<file path="src/rtl/cram_upd_pkg.sv">
package cram_upd_pkg;

  typedef enum logic [1:0] {
    PS_IDLE  = 2'd0,
    PS_START = 2'd1,
    PS_ENTRY = 2'd2,
    PS_EXEC  = 2'd3
  } parse_state_e;

  // number of entries selected by a preparation code (low nibble + 1)
  function automatic logic [4:0] prep_len(input logic [7:0] code);
    return {1'b0, code[3:0]} + 5'd1;
  endfunction

  // preparation codes share their upper nibble with the base code
  function automatic logic is_prep_code(input logic [7:0] code, input logic [7:0] base);
    return code[7:4] == base[7:4];
  endfunction

  // readback slot: even slot = address, odd slot = data, past the end = fill value 1
  function automatic logic [63:0] rb_slot(input logic in_range, input logic odd,
                                           input logic [63:0] addr_ext,
                                           input logic [63:0] data_ext);
    if (!in_range) return 64'd1;
    return odd ? data_ext : addr_ext;
  endfunction

endpackage

</file>
<file path="src/rtl/cram_cmd_parser.sv">
module cram_cmd_parser
  import cram_upd_pkg::*;
#(
  parameter int          ADDR_W        = 16,
  parameter int          DATA_W        = 24,
  parameter int          DEPTH         = 16,
  parameter logic [7:0]  CMD_PREP_BASE = 8'h80,
  parameter logic [7:0]  CMD_READ      = 8'h24,
  parameter logic [7:0]  CMD_EXEC      = 8'hA4
) (
  input  logic                          clk,
  input  logic                          rst_n,
  input  logic                          cmd_valid,
  input  logic [7:0]                    cmd_code,
  input  logic                          byte_valid,
  input  logic [7:0]                    byte_data,
  input  logic                          busy,
  input  logic                          gate_ok,
  output logic                          ent_we,
  output logic [$clog2(DEPTH)-1:0]      ent_idx,
  output logic [ADDR_W-1:0]             ent_addr,
  output logic [DATA_W-1:0]             ent_data,
  output logic                          stage_clr,
  output logic                          exec_go,
  output logic                          rb_restart,
  output logic                          err
);
  localparam int ADDR_BYTES = (ADDR_W + 7) / 8;
  localparam int DATA_BYTES = (DATA_W + 7) / 8;
  localparam int ENT_BYTES  = ADDR_BYTES + DATA_BYTES;
  localparam int ENT_BITS   = ENT_BYTES * 8;
  localparam int IDX_W      = $clog2(DEPTH);
  localparam int CNT_W      = $clog2(DEPTH + 1);
  localparam int BC_W       = $clog2(ENT_BYTES + 1);

  parse_state_e          state;
  logic [CNT_W-1:0]      need;
  logic [IDX_W-1:0]      idx;
  logic [BC_W-1:0]       bcnt;
  logic [ENT_BITS-9:0]   sh;
  logic                  bad;
  logic                  prep_ok;

  logic                  cmd_take, cmd_blocked, prep_cmd, prep_accept, prep_reject;
  logic                  exec_cmd, byte_in, exec_fire, exec_bad, prep_done;
  logic [4:0]            len;
  logic [ENT_BITS-1:0]   entry_word;

  always_comb begin
    cmd_take    = cmd_valid && !busy;
    cmd_blocked = cmd_valid && busy;
    len         = prep_len(cmd_code);
    prep_cmd    = cmd_take && is_prep_code(cmd_code, CMD_PREP_BASE);
    prep_accept = prep_cmd && gate_ok && (int'(len) <= DEPTH);
    prep_reject = prep_cmd && !prep_accept;
    exec_cmd    = cmd_take && (cmd_code == CMD_EXEC);
    rb_restart  = cmd_take && (cmd_code == CMD_READ);
    byte_in     = byte_valid && !cmd_valid && !busy;
    entry_word  = {sh, byte_data};
    ent_addr    = entry_word[DATA_BYTES*8 +: ADDR_W];
    ent_data    = entry_word[DATA_W-1:0];
    ent_idx     = idx;
    ent_we      = byte_in && (state == PS_ENTRY) && (int'(bcnt) == ENT_BYTES - 1);
    prep_done   = ent_we && ((CNT_W'(idx) + CNT_W'(1)) == need);
    exec_fire   = byte_in && (state == PS_EXEC) && (bcnt == BC_W'(1));
    exec_go     = exec_fire && prep_ok && !bad && (byte_data == 8'h00);
    exec_bad    = exec_fire && !exec_go;
    stage_clr   = prep_accept;
  end

  always_ff @(posedge clk or negedge rst_n) begin
    if (!rst_n) begin
      state   <= PS_IDLE;
      need    <= '0;
      idx     <= '0;
      bcnt    <= '0;
      sh      <= '0;
      bad     <= 1'b0;
      prep_ok <= 1'b0;
      err     <= 1'b0;
    end else begin
      if (cmd_take) begin
        bcnt <= '0;
        idx  <= '0;
        bad  <= 1'b0;
        if (prep_accept) begin
          state   <= PS_START;
          need    <= CNT_W'(len);
          prep_ok <= 1'b0;
        end else if (exec_cmd) begin
          state <= PS_EXEC;
        end else begin
          state <= PS_IDLE;
        end
      end else if (byte_in) begin
        unique case (state)
          PS_START: begin
            if (byte_data != 8'h00) bad <= 1'b1;
            if (bcnt == BC_W'(1)) begin
              state <= PS_ENTRY;
              bcnt  <= '0;
            end else begin
              bcnt <= bcnt + BC_W'(1);
            end
          end
          PS_ENTRY: begin
            sh <= entry_word[ENT_BITS-9:0];
            if (ent_we) begin
              bcnt <= '0;
              idx  <= idx + IDX_W'(1);
              if (prep_done) begin
                state   <= PS_IDLE;
                prep_ok <= !bad;
              end
            end else begin
              bcnt <= bcnt + BC_W'(1);
            end
          end
          PS_EXEC: begin
            if (byte_data != 8'h00) bad <= 1'b1;
            if (exec_fire) begin
              state <= PS_IDLE;
              if (exec_go) prep_ok <= 1'b0;
            end else begin
              bcnt <= bcnt + BC_W'(1);
            end
          end
          default: ;
        endcase
      end

      if (cmd_blocked || prep_reject || exec_bad || (prep_done && bad))
        err <= 1'b1;
      else if (prep_done && !bad)
        err <= 1'b0;
    end
  end

  // a refused preparation is always visible on the flag
  assert_reject_flags_R8: assert property (@(posedge clk) disable iff (!rst_n)
    prep_reject |=> err);

  // a command while busy is never silently dropped
  assert_busy_cmd_flags_R10: assert property (@(posedge clk) disable iff (!rst_n)
    cmd_blocked |=> err);

  // no entry beyond the count chosen by the command code
  assert_entry_in_count_R2: assert property (@(posedge clk) disable iff (!rst_n)
    ent_we |-> (CNT_W'(idx) < need));

endmodule

</file>
<file path="src/rtl/cram_stage_buf.sv">
module cram_stage_buf
  import cram_upd_pkg::*;
#(
  parameter int ADDR_W = 16,
  parameter int DATA_W = 24,
  parameter int DEPTH  = 16
) (
  input  logic                          clk,
  input  logic                          rst_n,
  input  logic                          clr,
  input  logic                          we,
  input  logic [$clog2(DEPTH)-1:0]      widx,
  input  logic [ADDR_W-1:0]             waddr,
  input  logic [DATA_W-1:0]             wdata,
  input  logic [$clog2(DEPTH)-1:0]      head_idx,
  output logic [ADDR_W-1:0]             head_addr,
  output logic [DATA_W-1:0]             head_data,
  output logic [$clog2(DEPTH+1)-1:0]    ld_cnt,
  input  logic                          rb_restart,
  input  logic                          rd_req,
  output logic                          rd_valid,
  output logic [DATA_W-1:0]             rd_data
);
  localparam int IDX_W = $clog2(DEPTH);
  localparam int CNT_W = $clog2(DEPTH + 1);
  localparam int RB_W  = $clog2(2 * DEPTH + 1);

  logic [ADDR_W-1:0] addr_mem [DEPTH];
  logic [DATA_W-1:0] data_mem [DEPTH];
  logic [RB_W-1:0]   rb_ptr;
  logic [RB_W-2:0]   rb_ent;
  logic              rb_in;
  logic [63:0]       rb_word;

  always_ff @(posedge clk) begin
    if (we) begin
      addr_mem[widx] <= waddr;
      data_mem[widx] <= wdata;
    end
  end

  always_ff @(posedge clk or negedge rst_n) begin
    if (!rst_n)   ld_cnt <= '0;
    else if (clr) ld_cnt <= '0;
    else if (we)  ld_cnt <= ld_cnt + CNT_W'(1);
  end

  assign head_addr = addr_mem[head_idx];
  assign head_data = data_mem[head_idx];

  always_comb begin
    rb_ent  = rb_ptr[RB_W-1:1];
    rb_in   = (int'(rb_ent) < int'(ld_cnt));
    rb_word = rb_slot(rb_in, rb_ptr[0],
                      64'(addr_mem[rb_ent[IDX_W-1:0]]),
                      64'(data_mem[rb_ent[IDX_W-1:0]]));
  end

  always_ff @(posedge clk or negedge rst_n) begin
    if (!rst_n) begin
      rb_ptr   <= '0;
      rd_valid <= 1'b0;
      rd_data  <= '0;
    end else begin
      rd_valid <= rd_req;
      if (rb_restart) begin
        rb_ptr <= '0;
      end else if (rd_req) begin
        rd_data <= rb_word[DATA_W-1:0];
        if (int'(rb_ptr) < 2 * DEPTH) rb_ptr <= rb_ptr + RB_W'(1);
      end
    end
  end

  // loaded count never exceeds the buffer depth
  assert_count_bound_R2: assert property (@(posedge clk) disable iff (!rst_n)
    we |-> (int'(ld_cnt) < DEPTH));

endmodule

</file>
<file path="src/rtl/cram_commit_seq.sv">
module cram_commit_seq #(
  parameter int ADDR_W = 16,
  parameter int DEPTH  = 16
) (
  input  logic                          clk,
  input  logic                          rst_n,
  input  logic                          exec_go,
  input  logic [$clog2(DEPTH+1)-1:0]    total,
  input  logic [ADDR_W-1:0]             eng_addr,
  input  logic [ADDR_W-1:0]             head_addr,
  output logic [$clog2(DEPTH)-1:0]      head_idx,
  output logic                          busy,
  output logic                          hit
);
  localparam int IDX_W = $clog2(DEPTH);
  localparam int CNT_W = $clog2(DEPTH + 1);

  logic [CNT_W-1:0] tot;
  logic             last;

  always_comb begin
    hit  = busy && (eng_addr == head_addr);
    last = (CNT_W'(head_idx) + CNT_W'(1)) == tot;
  end

  always_ff @(posedge clk or negedge rst_n) begin
    if (!rst_n) begin
      busy     <= 1'b0;
      head_idx <= '0;
      tot      <= '0;
    end else if (exec_go) begin
      busy     <= 1'b1;
      head_idx <= '0;
      tot      <= total;
    end else if (hit) begin
      if (last) busy     <= 1'b0;
      else      head_idx <= head_idx + IDX_W'(1);
    end
  end

  // a commit moves the head by exactly one, or ends the run
  assert_head_steps_R6: assert property (@(posedge clk) disable iff (!rst_n)
    (hit && !exec_go) |=> (!busy || (head_idx == $past(head_idx) + IDX_W'(1))));

  // the head never leaves the staged range while running
  assert_head_in_range_R5: assert property (@(posedge clk) disable iff (!rst_n)
    busy |-> (CNT_W'(head_idx) < tot));

  // without a match the head holds still
  assert_head_waits_R6: assert property (@(posedge clk) disable iff (!rst_n)
    (busy && !hit && !exec_go) |=> $stable(head_idx) && busy);

endmodule

</file>
<file path="src/rtl/cram_update_seq.sv">
module cram_update_seq #(
  parameter int          ADDR_W        = 16,
  parameter int          DATA_W        = 24,
  parameter int          DEPTH         = 16,
  parameter int          GATE_TICKS    = 2,
  parameter logic [7:0]  CMD_PREP_BASE = 8'h80,
  parameter logic [7:0]  CMD_READ      = 8'h24,
  parameter logic [7:0]  CMD_EXEC      = 8'hA4
) (
  input  logic              clk,
  input  logic              rst_n,
  input  logic              dsp_run,
  input  logic              fs_tick,
  input  logic              host_cmd_valid,
  input  logic [7:0]        host_cmd,
  input  logic              host_byte_valid,
  input  logic [7:0]        host_byte,
  input  logic              host_rd_req,
  output logic              host_rd_valid,
  output logic [DATA_W-1:0] host_rd_data,
  input  logic [ADDR_W-1:0] eng_addr,
  output logic              ram_we,
  output logic [ADDR_W-1:0] ram_waddr,
  output logic [DATA_W-1:0] ram_wdata,
  output logic              ready,
  output logic              err
);
  localparam int IDX_W = $clog2(DEPTH);
  localparam int CNT_W = $clog2(DEPTH + 1);
  localparam int GT_W  = $clog2(GATE_TICKS + 1);

  // named internal events
  logic              gate_ok;
  logic [GT_W-1:0]   gate_cnt;
  logic              ent_we, stage_clr, exec_go, rb_restart, busy, hit;
  logic [IDX_W-1:0]  ent_idx, head_idx;
  logic [ADDR_W-1:0] ent_addr, head_addr;
  logic [DATA_W-1:0] ent_data, head_data;
  logic [CNT_W-1:0]  ld_cnt;

  // sample periods seen since the engine left reset
  always_ff @(posedge clk or negedge rst_n) begin
    if (!rst_n)                                    gate_cnt <= '0;
    else if (!dsp_run)                             gate_cnt <= '0;
    else if (fs_tick && int'(gate_cnt) < GATE_TICKS) gate_cnt <= gate_cnt + GT_W'(1);
  end
  assign gate_ok = dsp_run && (int'(gate_cnt) == GATE_TICKS);

  cram_cmd_parser #(
    .ADDR_W(ADDR_W), .DATA_W(DATA_W), .DEPTH(DEPTH),
    .CMD_PREP_BASE(CMD_PREP_BASE), .CMD_READ(CMD_READ), .CMD_EXEC(CMD_EXEC)
  ) u_parse (
    .clk(clk), .rst_n(rst_n),
    .cmd_valid(host_cmd_valid), .cmd_code(host_cmd),
    .byte_valid(host_byte_valid), .byte_data(host_byte),
    .busy(busy), .gate_ok(gate_ok),
    .ent_we(ent_we), .ent_idx(ent_idx), .ent_addr(ent_addr), .ent_data(ent_data),
    .stage_clr(stage_clr), .exec_go(exec_go), .rb_restart(rb_restart), .err(err)
  );

  cram_stage_buf #(.ADDR_W(ADDR_W), .DATA_W(DATA_W), .DEPTH(DEPTH)) u_buf (
    .clk(clk), .rst_n(rst_n),
    .clr(stage_clr), .we(ent_we), .widx(ent_idx), .waddr(ent_addr), .wdata(ent_data),
    .head_idx(head_idx), .head_addr(head_addr), .head_data(head_data), .ld_cnt(ld_cnt),
    .rb_restart(rb_restart), .rd_req(host_rd_req),
    .rd_valid(host_rd_valid), .rd_data(host_rd_data)
  );

  cram_commit_seq #(.ADDR_W(ADDR_W), .DEPTH(DEPTH)) u_commit (
    .clk(clk), .rst_n(rst_n),
    .exec_go(exec_go), .total(ld_cnt), .eng_addr(eng_addr), .head_addr(head_addr),
    .head_idx(head_idx), .busy(busy), .hit(hit)
  );

  assign ram_we    = hit;
  assign ram_waddr = head_addr;
  assign ram_wdata = head_data;
  assign ready     = !busy;

  // an accepted execute drops ready at once
  assert_exec_drops_ready_R4: assert property (@(posedge clk) disable iff (!rst_n)
    exec_go |=> !ready);

  // execution only starts on a non-empty buffer
  assert_exec_has_data_R7: assert property (@(posedge clk) disable iff (!rst_n)
    exec_go |-> (ld_cnt != '0));

  // the gate is closed right after the engine leaves reset
  assert_gate_closed_R8: assert property (@(posedge clk) disable iff (!rst_n)
    $rose(dsp_run) |=> !gate_ok);

  // the RAM is written only at the engine's current address
  assert_write_at_engine_R5: assert property (@(posedge clk) disable iff (!rst_n)
    ram_we |-> (ram_waddr == eng_addr) && !ready);

endmodule

</file>
<file path="config.mk">
export PLATFORM = sky130hd
export DESIGN_NAME = cram_update_seq
export DESIGN_NICKNAME = d
export VERILOG_FILES = /design/src/rtl/cram_upd_pkg.sv /design/src/rtl/cram_cmd_parser.sv /design/src/rtl/cram_stage_buf.sv /design/src/rtl/cram_commit_seq.sv /design/src/rtl/cram_update_seq.sv
export SDC_FILE = /design/constraint.sdc
export NUM_CORES = 1
export LEC_CHECK = 0
export BUFFER_PORTS_ARGS = -buffer_cell sky130_fd_sc_hd__buf_2
export CORE_ASPECT_RATIO = 0.7
export CORE_MARGIN = 4
export CORE_UTILIZATION = 45
export CTS_CLUSTER_SIZE = 12
export DETAILED_ROUTE_END_ITERATION = 12
export RECOVER_POWER = 25
export SLEW_MARGIN = 20
export SYNTH_ARGS = -nofsm -noshare
export SYNTH_HDL_FRONTEND = slang
export SYNTH_SLANG_ARGS = --single-unit
</file>
<file path="constraint.sdc">
create_clock -name clk -period 6.9 [get_ports clk]
set_clock_uncertainty 0.2 [all_clocks]
set_input_delay 2.07 -clock clk [delete_from_list [all_inputs] [get_ports clk]]
set_output_delay 2.07 -clock clk [all_outputs]
set_load 0.02 [all_outputs]
</file>
==> metrics.md, run 1 <==
| Metric | Value |
|---|---|
| Crit path capture type | `output pin` |
| CP Max Fanout | `10` |
| Ys async rst share | `13.2%` |
| Detailed Route WL | `103000 um` |
| Register area share after synthesis | `61.8%` |
| CTS Hold Bufs | `0` |
| Area grow syn2layout | `12.4%` |
| Net Count, Synth | `1954` |
| Share of cells above drive strength 1 | `35.8%` |
| # port buffers | `106` |
| Status | `completed` |
| Gr usage total | `25.2%` |
| Drt pass-1 iters | `6` |
| First-pass GRT wire length | `149000 um` |
| Vias in the first global route | `20400` |
| Rows | `85` |
| Clock buffer depth | `3` |
| P per Cell Area | `272 nW/um^2` |
| Final worst slack | `415 ps` |
| Critical Path Slowest Stage Cell | `nand4_2` |
| Initial antenna violation count | `0` |
| Maximum vdd drop | `0.267 mV` |
| DR WL/cell | `32.9 um` |
| Via count | `20400` |
| Startpoint types | `primary input` |
| Clock-pin slew on the worst setup and hold paths | `60 ps` |
| Post-cts sizing count | `0` |
| Initial Util | `45.5%` |
| Die X | `341 um` |
| Pre-CTS setup slack | `504 ps` |
| Post-detail-place hpwl | `63500 um` |
| H-tree Lvls | `3` |
| Residual DRC | `0` |
| CTS tree | `built` |
| Antenna Nets Post-Route | `0` |
| Max Cap Viol | `0` |
| Final Hold Fails | `0` |
| Yosys reg bits | `737` |
| Via density per instance | `6.50` |
| Ys Warns | `0` |
| Post-Syn Area | `35000 sq um` |
| Worst EP arrival | `4220 ps` |
| Syn Inst Count | `1898` |
| Period utilization | `94.0%` |
| Largest delay contributor family on the critical path | `simple AND/OR/NAND/NOR gates` |
| Die area | `82400 sq um` |
| Largest net degree at the start of global routing | `86` |
| Area of the core | `77000 sq um` |
| RSZ-0062 raised after global routing | `no` |
| Total CTS buffers | `76` |
| Max frequency | `154 MHz` |
| Final max-slew violation count | `0` |
| Grt ovf | `0` |
| Mean Syn Cell Area | `18.4 sq um` |
| Post-CTS Setup Repair Bufs | `0` |
| Chip Height | `241 um` |
| Worst stage delay on the critical path | `400 ps` |
| WP buf/inv | `2` |
| Normalized max-slew margin | `28.0%` |
| Crit-path cells | `buf_2, nand3b_1, o32ai_1, nor4_1, o21ai_0, nor4_1, nand4_2, nor3_1, buf_2` |
| Finished Layout Cells | `3129` |
| Synth Flop Type | `edfxtp_1` |
| DRT iter0 DRCs | `2529` |
| Placed insts | `2987` |
| Tmin final | `6490 ps` |
| Root Driver | `clkbuf_16` |
| GP Congestion | `0.914` |
| Synth cell types | `71` |
| I/O pins | `107` |
| EDFF count, synth | `640` |
| Kind of critical path | `in -> out` |
| Hold Path Class | `reg -> reg` |
| CTS Sinks | `737` |
| Lkg Pwr | `12.8 nW` |
| Worst-Margin Slew | `1080 ps` |
| Nets@finish | `2077` |
| WP data required | `4630 ps` |
| Final setup TNS | `0 ps` |
| Clk_lat worst skew | `630 ps` |
| # setup viols final | `0` |
cell families (layout without fill, tap and decap cells):
group / Yosys count / in the layout / synth area share, %
other: 0 / 1 / 0
AOI/OAI and AO/OA: 187 / 187 / 3.52
adders and majority gates: 17 / 17 / 0.608
muxes: 526 / 526 / 27.8
buffers and inverters: 170 / 356 / 2.16
and+or+nand+nor: 240 / 240 / 3.59
DFF: 737 / 737 / 61.8
xor gates and xnor gates: 21 / 21 / 0.525
placed cells by master (no fill, tap or decap), types with 6 or more instances in the layout:
master	instances
nor3_1	18
nand4_1	11
buf_2	105
o22ai_1	28
mux4_2	347
nand3_1	23
edfxtp_1	640
and2_1	6
and3_1	6
xor2_1	7
clkbuf_1	41
buf_12	15
a22oi_1	13
o21ai_0	59
ha_1	17
mux2_2	84
and2_2	7
mux2i_1	94
o31ai_1	8
or3_1	8
nor2_1	22
nand2b_1	10
nor2b_1	15
or2_2	6
xnor2_1	14
clkbuf_16	79
a21oi_1	22
nor4_1	7
inv_1	38
buf_4	54
dfrtp_1	90
clkinv_2	6
clkbuf_8	9
nand2_1	74
through the flow:
step | hold slack, ps | utilization [%] | power (mW) | instance area, sq um
finish | 271 | 51.1 | 10.7 | 39300
CTS | 280 | 51.1 | 10.8 | 39300
detailed placement | 267 | 48.0 | 6.91 | 37000
floorplan | 263 | - | 6.30 | 35000
global route | 306 | 51.1 | 11.1 | 39300
global placement | 261 | 48.0 | 6.89 | 37000
synth_stat cells (10+ instances only):
cell	instances	share of area (%)
edfxtp_1	640	55
mux4_2	347	22
dfrtp_1	97	6.9
mux2i_1	94	2.7
mux2_2	84	2.7
clkbuf_1	77	0.83
nand2_1	74	0.79
o21ai_0	59	0.84
inv_1	39	0.42
buf_1	28	0.30
o22ai_1	28	0.50
nand3_1	24	0.34
a21oi_1	22	0.31
nor2_1	22	0.24
nor3_1	20	0.29
ha_1	17	0.61
nor2b_1	15	0.27
xnor2_1	14	0.35
a22oi_1	13	0.28
and2_1	13	0.23
nand4_1	11	0.20
and3_1	10	0.18
nand2b_1	10	0.18
path summary, 6_finish.rpt:
check	cells after the start	slack [ps]	end	start
hold / removal	2	270	u_buf.rd_data[4]	u_buf.rd_data[4]
setup reg to reg	9	2650	u_commit.head_idx[3]	u_commit.head_idx[0]
setup / recovery	9	410	ram_we	eng_addr[7]
max in group asynchronous	2	3930	u_buf.rd_data[7]	rst_n
min in group asynchronous	1	1360	gate_cnt[1]	rst_n
hold reg to reg	2	270	u_buf.rd_data[4]	u_buf.rd_data[4]
worst register-to-register path: cells and delay by family (launching register included):
family | cells | cell delay (ps)
compound gates | 2 | 450
mux | 2 | 860
flops | 1 | 750
simple gates | 4 | 1530
buf+inv | 1 | 390
where the power goes:
| group | internal [mW] | switching (mW) | total (mW) |
|---|---|---|---|
| clock | 2.23 | 1.70 | 3.94 |
| combinational | 0.753 | 0.978 | 1.73 |
| sequential | 4.87 | 0.174 | 5.04 |
| total | 7.85 | 2.86 | 10.7 |
cell type report:
type / instances / area (sq um)
fill: 6261 / 37700
sequential: 737 / 21700
multi-input combinational: 991 / 12600
clock buffer: 129 / 2250
tap: 1044 / 1310
timing repair buffer: 174 / 1230
inverter: 41 / 155
clock inverter: 12 / 100
antenna: 1 / 2.50
flip-flops by register name, summed over array words and instances, names as in the netlist:
| register | cells |
|---|---|
| gate_cnt | 2 |
| u_buf.addr_mem | 256 |
| u_buf.data_mem | 384 |
| u_buf.ld_cnt | 5 |
| u_buf.rb_ptr | 6 |
| u_buf.rd_data | 24 |
| u_buf.rd_valid | 1 |
| u_commit.busy | 1 |
| u_commit.head_idx | 4 |
| u_commit.tot | 5 |
| u_parse.bad | 1 |
| u_parse.bcnt | 3 |
| u_parse.ent_idx | 4 |
| u_parse.err | 1 |
| u_parse.need | 5 |
| u_parse.prep_ok | 1 |
| u_parse.sh | 32 |
| u_parse.state | 2 |
per-layer routing:
metal / GRT usage, % / wire length (um)
met1: 38.4 / 44600
met2: 38.5 / 47100
met3: 5.10 / 9580
met4: 4.81 / 1780
met5: 0 / 0
Power figures use the tool's default switching activity.
==> inputs of run 2 (changes only) <==
ABC_AREA = 1   (was default)
==> run 2 against run 1 <==
Effect of this change:
- cell count grew 54%
- wire length grew 17%
- sequential power grew 18%
- global-route usage grew 2.4 points
- via count grew 43%
- sequential share of layout area shrank 0.42 points
- non-clock buffer count shrank 1
- count of clock-buffer cells in the layout shrank 1
- cell area grew 0.77%
==> metrics.md, run 2 <==
| Metric | Value |
|---|---|
| Most frequent cells in the layout | `nand2_1 (729), edfxtp_1 (640), o21ai_0 (444)` |
| Period utilization | `89.7% (-4.3 points)` |
| Synth Flop Type | `edfxtp_1` |
| Via density per instance | `6.05 (-6.9%)` |
| Worst R2R Setup Slack | `2780 ps (+130 ps)` |
| Initial Util | `45.6% (+0.095 points)` |
| CTS Sinks | `737 (unchanged)` |
| Net Count, Synth | `3775 (+93%)` |
| Status | `completed` |
| Post-detail-place hpwl | `64800 um (+2.2%)` |
| Commonest non-fill, non-tap cell in the layout | `nand2_1` |
| Fill count | `7128 (+14%)` |
| CTS tree | `built` |
| Detailed Route WL | `120000 um (+17%)` |
| Clk_lat worst skew | `630 ps (about the same)` |
| Post-Syn Area | `35900 sq um (+2.6%)` |
| WP buf/inv | `4 (+2)` |
| Storage cell area | `21700 sq um (unchanged)` |
| H-tree Lvls | `3 (unchanged)` |
| Syn Inst Count | `3719 (+96%)` |
| DR WL/cell | `25.0 um (-24%)` |
| Area of the core | `78900 sq um (+2.4%)` |
| Worst r2r src | `u_commit.busy` |
| Initial antenna violation count | `2 (+2)` |
| Crit-path cells | `inv_4, buf_12, nand3_1, nand2_1, nand2_1, nand2_1, nand2_1, nand3_1, nand2_1, nor2_1, nand2_1, nor2_2, nand3_2, inv_1, buf_2` |
| End point of the worst hold path | `u_buf.rd_data[1]` |
| EDFF count, synth | `640 (unchanged)` |
| Worst EP arrival | `3920 ps (-300 ps)` |
| Final max-slew violation count | `0 (unchanged)` |
| Mean Syn Cell Area | `9.66 sq um (-48%)` |
| Final Hold Fails | `0 (unchanged)` |
| Drt pass-1 iters | `6 (unchanged)` |
| Normalized max-slew margin | `27.7% (-0.36 points)` |
| Synth top area cells | `edfxtp_1 (53%), nand2_1 (7.6%), dfrtp_1 (6.8%)` |
| Via count | `29200 (+43%)` |
| Grt ovf | `0 (unchanged)` |
| Ys Warns | `0 (unchanged)` |
| Largest Register | `u_buf.data_mem` |
| RSZ-0062 raised after global routing | `no` |
| Chip Height | `244 um (+1.3%)` |
| Ys async rst share | `13.2% (unchanged)` |
| Cell taking the most area after synthesis | `edfxtp_1` |
| Nets@finish | `3756 (+81%)` |
| Clock-pin slew on the worst setup and hold paths | `60 ps (about the same)` |
| Hold Path Class | `reg -> reg` |
| Die X | `346 um (+1.3%)` |
| Area fraction of the dominant cell type after synthesis | `53.5% (-1.4 points)` |
| Root Driver | `clkbuf_16` |
| Post-cts sizing count | `0 (unchanged)` |
| Largest registers | `u_buf.data_mem (384), u_buf.addr_mem (256), u_parse.sh (32)` |
| Share of cells above drive strength 1 | `8.96% (-27 points)` |
| Area grow syn2layout | `10.4%` |
| Worst Hold Depth | `2 (unchanged)` |
| Area of the multi-input gates | `12000 sq um (-4.9%)` |
| Tmin final | `6190 ps (-295 ps)` |
| Count leader, synth | `nand2_1` |
| Maximum vdd drop | `0.190 mV (-29%)` |
| # setup viols final | `0 (unchanged)` |
| Rows | `86 (+1.2%)` |
| Hold path start | `u_buf.rd_data[1]` |
| Antenna Nets Post-Route | `0 (unchanged)` |
| WP data required | `4630 ps (about the same)` |
| Final setup TNS | `0 ps (unchanged)` |
| Critical Path Slowest Stage Cell | `dfrtp_4` |
| Clock buffer depth | `3 (unchanged)` |
| Overall Power | `11.2 mW (+4.5%)` |
| Crit path top cell by count | `nand2_1` |
| GP Congestion | `0.821 (-10%)` |
| Worst stage delay on the critical path | `670 ps (+270 ps)` |
| Post-synth top cells | `nand2_1 (730), edfxtp_1 (640), o21ai_0 (444)` |
| Max Cap Viol | `0 (unchanged)` |
| Die area | `84500 sq um (+2.6%)` |
| CP Max Fanout | `50 (+40)` |
| Crit path capture type | `output pin` |
| CTS Hold Bufs | `0 (unchanged)` |
| Post-CTS Setup Repair Bufs | `0 (unchanged)` |
| FF-to-FF path depth | `9 (unchanged)` |
| Startpoint types | `register` |
| Worst-Margin Slew | `1090 ps (+5.35 ps)` |
| Vias in the first global route | `26400 (+30%)` |
| Largest delay contributor family on the critical path | `simple AND/OR/NAND/NOR gates` |
| Register area share after synthesis | `60.2% (-1.6 points)` |
| First-pass GRT wire length | `176000 um (+18%)` |
| # port buffers | `106 (unchanged)` |
| DRT iter0 DRCs | `4137 (+64%)` |
| Reg2reg end | `u_buf.rd_data[9]` |
| P per Cell Area | `282 nW/um^2 (+3.7%)` |
| Layout Utilization | `50.3% (-0.83 points)` |
| Gr usage total | `27.6% (+2.4 points)` |
| Total CTS buffers | `76 (unchanged)` |
| Yosys reg bits | `737 (unchanged)` |
| Lkg Pwr | `14.7 nW (+16%)` |
| Synth cell types | `53 (-25%)` |
| Max frequency | `162 MHz (+4.8%)` |
| Largest register FFs | `384 (unchanged)` |
| Kind of critical path | `reg -> out` |
| I/O pins | `107 (unchanged)` |
| Largest net degree at the start of global routing | `202 (+130%)` |
| Residual DRC | `0 (unchanged)` |
-- run 2: changes by cell type after synthesis, sizes merged, moves of 25 or more --
cell,change
mux2,-85
inv,+265
clkbuf,+97
mux4,-347
nand3,+213
a21oi,+376
mux2i,-94
nor2,+214
a31oi,+25
o211ai,+43
o21ai,+423
buf,+44
nand2,+661
o221ai,+57
-- run 2: report_power, final --
group	switching, mW	internal (mW)
Clock	1.72	2.21
Sequential	0.567	5.40
Combinational	0.913	0.373
Total	3.20	7.99
-- run 2: worst register-to-register path, cell delays in order (launching register included) --
cell and delay (ps):
dfrtp_1 540, nor2_1 520, inv_2 140, nor4_4 480, nor2_1 150, nand2_1 100, buf_4 210, clkinv_1 850
nand2_1 650, o21ai_0 140
-- run 2: stage by stage --
stage	setup WS (ps)	std cells	hold WS (ps)	instance area [sq um]
global placement	1170	4678	270	37300
global route	492	4816	308	39600
floorplan	1650	3719	267	35900
finish	710	4817	282	39700
detailed placement	1180	4678	274	37300
CTS	690	4816	287	39600
-- run 2: cell families (layout without fill, tap and decap cells) --
group,count (synthesis),after routing,synth area share (%)
flip-flops,737,737,60.2
XOR/XNOR,10,10,0.244
other,0,1,0
adder cells (fa/ha/maj),17,17,0.592
AND/OR/NAND/NOR,1250,1250,14.3
buffers and inverters,579,620,6.69
AO/OA/AOI/OAI,1126,1126,18.0
-- run 2: area by class of cell --
cell class	count	area share [%]
multi-input combinational	2403	30.3
inverter	309	2.98
timing repair buffer	173	2.93
sequential	737	54.6
antenna	1	0.00631
clock inverter	10	0.129
tap	1056	3.33
clock buffer	128	5.68
-- run 2: worst max path at each step --
stage                         start                   end  depth (start not counted)
2_1_floorplan        host_cmd_valid  u_buf.addr_mem[0][0]                          7
3_3_place_gp            eng_addr[6]                ram_we                          9
3_5_place_dp            eng_addr[6]                ram_we                          9
4_1_cts        u_commit.head_idx[1]                ram_we                         15
5_1_grt        u_commit.head_idx[1]                ram_we                         15
6_report       u_commit.head_idx[1]                ram_we                         15
-- run 2: routing by layer --
metal | share of wire, % | vias to the layer above | global-route usage, % | wire, um
li1 | - | 13100 | - | -
met1 | 43 | 14000 | 40.9 | 51700
met2 | 43 | 1765 | 40.7 | 51300
met3 | 11 | 276 | 5.27 | 13300
met4 | 3.5 | 2 | 9.66 | 4220
met5 | 0.011 | - | 0 | 13
